### src/rtl/span_cnt_pkg.sv
package span_cnt_pkg;
   typedef enum logic [1:0] {
      WRAP_FREE     = 2'b00,
      WRAP_START    = 2'b01,
      WRAP_ZERO     = 2'b10,
      WRAP_FREE_ALT = 2'b11
   } wrap_mode_e;
endpackage

### src/rtl/span_cnt_incr.sv
module span_cnt_incr #(
   parameter int WIDTH = 4
) (
   input  logic [WIDTH-1:0] cur,
   output logic [WIDTH-1:0] nxt,
   output logic             top
);
   localparam logic [WIDTH-1:0] ONE = WIDTH'(1);
   assign nxt = cur + ONE;
   assign top = &cur;
endmodule

### src/rtl/span_cnt_wrap.sv
module span_cnt_wrap
   import span_cnt_pkg::*;
#(
   parameter int WIDTH      = 4,
   parameter bit HAS_BOUNDS = 1'b1
) (
   input  logic [WIDTH-1:0] cur,
   input  logic [WIDTH-1:0] bound,
   input  logic [WIDTH-1:0] restart,
   input  logic [1:0]       mode,
   output logic             hit,
   output logic [WIDTH-1:0] target
);
   generate
      if (HAS_BOUNDS) begin : g_bounds
         logic match;
         logic active;
         assign match  = (cur == bound);
         assign active = (mode == WRAP_START) || (mode == WRAP_ZERO);
         assign hit    = match && active;
         assign target = (mode == WRAP_START) ? restart : '0;
      end else begin : g_free
         assign hit    = 1'b0;
         assign target = '0;
      end
   endgenerate
endmodule

### src/rtl/span_cnt_state.sv
module span_cnt_state #(
   parameter int WIDTH = 4
) (
   input  logic             clk,
   input  logic             rst_n,
   input  logic             clr,
   input  logic             ld,
   input  logic [WIDTH-1:0] ld_data,
   input  logic             en,
   input  logic             wrap_hit,
   input  logic [WIDTH-1:0] wrap_target,
   input  logic [WIDTH-1:0] inc_val,
   output logic [WIDTH-1:0] q
);
   logic [WIDTH-1:0] d;

   always_comb begin
      d = q;
      if (clr)           d = '0;
      else if (ld)       d = ld_data;
      else if (en) begin
         if (wrap_hit)   d = wrap_target;
         else            d = inc_val;
      end
   end

   always_ff @(posedge clk) begin
      if (!rst_n) q <= '0;
      else        q <= d;
   end
endmodule

### src/rtl/span_counter.sv
module span_counter
   import span_cnt_pkg::*;
#(
   parameter int WIDTH      = 4,
   parameter bit HAS_BOUNDS = 1'b1
) (
   input  logic             clk,
   input  logic             rst_n,
   input  logic             clr,
   input  logic             ld,
   input  logic [WIDTH-1:0] ld_data,
   input  logic             en,
   input  logic [WIDTH-1:0] start_val,
   input  logic [WIDTH-1:0] end_val,
   input  logic [1:0]       wrap_mode,
   output logic [WIDTH-1:0] count,
   output logic             carry_out
);
   generate
      if (WIDTH < 1 || WIDTH > 64) begin : g_bad_width
         $error("span_counter: WIDTH must be 1..64");
      end
   endgenerate

   logic [WIDTH-1:0] inc_val;
   logic             at_top;
   logic             wrap_hit;
   logic [WIDTH-1:0] wrap_target;

   span_cnt_incr #(.WIDTH(WIDTH)) u_incr (
      .cur (count),
      .nxt (inc_val),
      .top (at_top)
   );

   span_cnt_wrap #(.WIDTH(WIDTH), .HAS_BOUNDS(HAS_BOUNDS)) u_wrap (
      .cur     (count),
      .bound   (end_val),
      .restart (start_val),
      .mode    (wrap_mode),
      .hit     (wrap_hit),
      .target  (wrap_target)
   );

   span_cnt_state #(.WIDTH(WIDTH)) u_state (
      .clk         (clk),
      .rst_n       (rst_n),
      .clr         (clr),
      .ld          (ld),
      .ld_data     (ld_data),
      .en          (en),
      .wrap_hit    (wrap_hit),
      .wrap_target (wrap_target),
      .inc_val     (inc_val),
      .q           (count)
   );

   assign carry_out = at_top & en;
endmodule

### config.mk
export PLATFORM = sky130hd
export DESIGN_NAME = span_counter
export DESIGN_NICKNAME = d
export VERILOG_FILES = /design/src/rtl/span_cnt_pkg.sv /design/src/rtl/span_cnt_incr.sv /design/src/rtl/span_cnt_wrap.sv /design/src/rtl/span_cnt_state.sv /design/src/rtl/span_counter.sv
export SDC_FILE = /design/constraint.sdc
export NUM_CORES = 1
export LEC_CHECK = 0
export ABC_CLOCK_PERIOD_IN_PS = 1100
export BUFFER_PORTS_ARGS = -buffer_cell sky130_fd_sc_hd__buf_2
export CORE_AREA = 5 5 42 44
export CTS_CLUSTER_DIAMETER = 100
export DETAILED_ROUTE_END_ITERATION = 10
export DIE_AREA = 0 0 47 49
export HOLD_SLACK_MARGIN = 0.03
export SLEW_MARGIN = 25
export SYNTH_ARGS = -nofsm -noshare
export SYNTH_HDL_FRONTEND = slang
export SYNTH_SLANG_ARGS = --single-unit
### constraint.sdc
create_clock -name clk -period 1.1 [get_ports clk]
set_input_delay 0.165 -clock clk [delete_from_list [all_inputs] [get_ports clk]]
set_output_delay 0.165 -clock clk [all_outputs]
set_load 0.01 [all_outputs]
==> out/metrics.cfg <==
[status]
outcome = finished, violations left
violations = setup timing

[yosys]
synth.avg_cell_area_sq_um = 7.67
syn_area_sq_um = 414
netlist.area_leader.share = 0.193
ys_ff_latch = 4
yosys.area.top_type = dfxtp_1
syn_nets = 75
yosysWarnings = 0
synth_cell_types = 27
synth_cells = 54
yosysSeqAreaShare = 0.193
synth_area_leaders = dfxtp_1 19%, xnor2_1 11%, nand3_1 7.3%

[sta]
setup_slack_ns = -0.133
timing.final.crit_share = 1.12
drv_slew = 0
period_needed_ns = 1.23
fmax_mhz = 811
hold_viol = 0
clock_skew_ns = 0.0104
rsz0062_at_grt = yes
maxSlewHeadroom = 0.834
whs_ns = 0.221
finalSetupViolCount = 5
tightest_slew_ns = 0.249
finalSetupTns_ns = -0.475

[detailed_routing]
drc_errors = 0
ant_nets = 0
via_per_inst = 4.99
dr.pass1.iters = 4
wire_per_inst_um = 12.9
drt-total-wl_um = 1340
vias = 519
first_iter_violations = 9

[cells_and_area]
multiInputGateArea_sq_um = 397
area_growth_pct = 79.5
reg_top3 = u_state.q x4
regArea_sq_um = 92.6
largest_reg_flops = 4
fillers = 141
layout-drive-gt1-share = 0.580
diodes = 0
mostFrequentLayoutCells = 22 x buf_2, 6 x nand3_1, 6 x buf_4
layout_commonest_cell = buf_2
largest-register = u_state.q
nets = 110

[cts]
cts_made_buffers = 3
clk_latency_ns = 0.25
cts_htree_levels = 1
clock-sinks = 4
path_clk_slew_ns = 0.05
root_buffer = clkbuf_4
clk_path_buf_depth = 2
cts_tree = done

[placement]
portBuffers = 23
gp_congestion = 0.774
post-place-ws_ns = -0.130
dp_hpwl_um = 1080

[power_and_ir_drop]
p_per_area_nw_per_um2 = 779
ir_worst_vdd_mv = 0.379
p_leak_uw = 0.000344

[setup_path]
worstSetupPathType = reg2reg
required_ns = 1.29
crit_path_start_kind = register
cp_max_fo = 6
crit_path_end_kind = register
critPathArrivalTime_ns = 1.42

[grt]
grt_max_degree = 8
grt_use_total = 0.136
antenna_found_initial = 0
grt_pass1_vias = 511
overflow = 0
grt_pass1_wl_um = 2230

[floorplanning]
die_h_um = 49
core_sq_um = 1400
die_w_um = 47
start_util = 0.296
dieArea_sq_um = 2300
std_cell_rows = 14
ios = 24

[run]
maxCapViolations = 0

[min_path]
hold_class = in2reg

worst paths after layout:
path                  end          from  cells past startpoint  slack (ns)
max          u_state.q[0]  u_state.q[0]                      5       -0.13
min          u_state.q[2]    ld_data[2]                      3        0.22
max reg2reg  u_state.q[0]  u_state.q[0]                      5       -0.13
min reg2reg  u_state.q[3]  u_state.q[3]                      4        0.71
cell usage after synthesis (all sizes together):
| master | n |
|---|---|
| a21oi | 5 |
| o31ai | 1 |
| nor3b | 3 |
| and2 | 1 |
| nand2b | 4 |
| and3b | 1 |
| and4 | 1 |
| nor2 | 1 |
| nand3 | 7 |
| clkbuf | 2 |
| nand2 | 2 |
| and3 | 2 |
| inv | 2 |
| nor2b | 2 |
| o211ai | 1 |
| o22ai | 1 |
| o32a | 2 |
| nor3 | 2 |
| xnor2 | 5 |
| o21ai | 2 |
| ha | 2 |
| xor2 | 1 |
| dfxtp | 4 |
where the power goes:
part | internal (uW) | switching, uW | leakage, uW
Clock | 137 | 80.3 | 0.0000150
Combinational | 109 | 93.7 | 0.000293
Sequential | 149 | 9.14 | 0.0000353
per-layer routing:
metal / GRT usage / routed length (um)
met1: 0.162 / 537
met2: 0.199 / 722
met3: 0.0590 / 76
met4: 0.0691 / 4
met5: 0 / 0
final cells by class:
class	count	area share
flip-flops and latches	4	0.125
clock buffers	4	0.0354
multi-input cells	46	0.534
well taps	16	0.0269
inverters	2	0.0101
repair buffers	32	0.269
metrics by stage:
| step | utilization | cell area, sq um | std cells | total power (uW) |
|---|---|---|---|---|
| 2_1_floorplan | - | 464 | 54 | 259 |
| 3_3_place_gp | 0.454 | 636 | 97 | 329 |
| 3_5_place_dp | 0.454 | 636 | 97 | 331 |
| 4_1_cts | 0.509 | 713 | 104 | 564 |
| 5_1_grt | 0.530 | 743 | 104 | 618 |
| 6_report | 0.530 | 743 | 104 | 579 |
cell families (layout without fill, tap and decap cells):
group	count (synthesis)	after routing	share of synthesized area
AOI/OAI and AO/OA	12	12	0.193
xor gates and xnor gates	6	6	0.127
adders and majority gates	2	2	0.0604
buffers and inverters	4	38	0.0393
DFF	4	4	0.193
and+or+nand+nor	26	26	0.387
worst max-delay path: stages (launching register included):
cell and delay [ns]:
dfxtp_4 0.35, buf_6 0.12, xnor2_4 0.15, nand3_4 0.12
o32a_1 0.36, o21ai_2 0.06
what timing repair did:
| item | CTS | global route |
|---|---|---|
| resized for setup | 6 | 5 |
| setup endpoints to repair | 4 | 5 |
| hold buffers | 0 | 0 |
| pin swaps | 5 | 1 |
| setup buffers | 3 | 0 |
(Power assumes the default switching activity.)
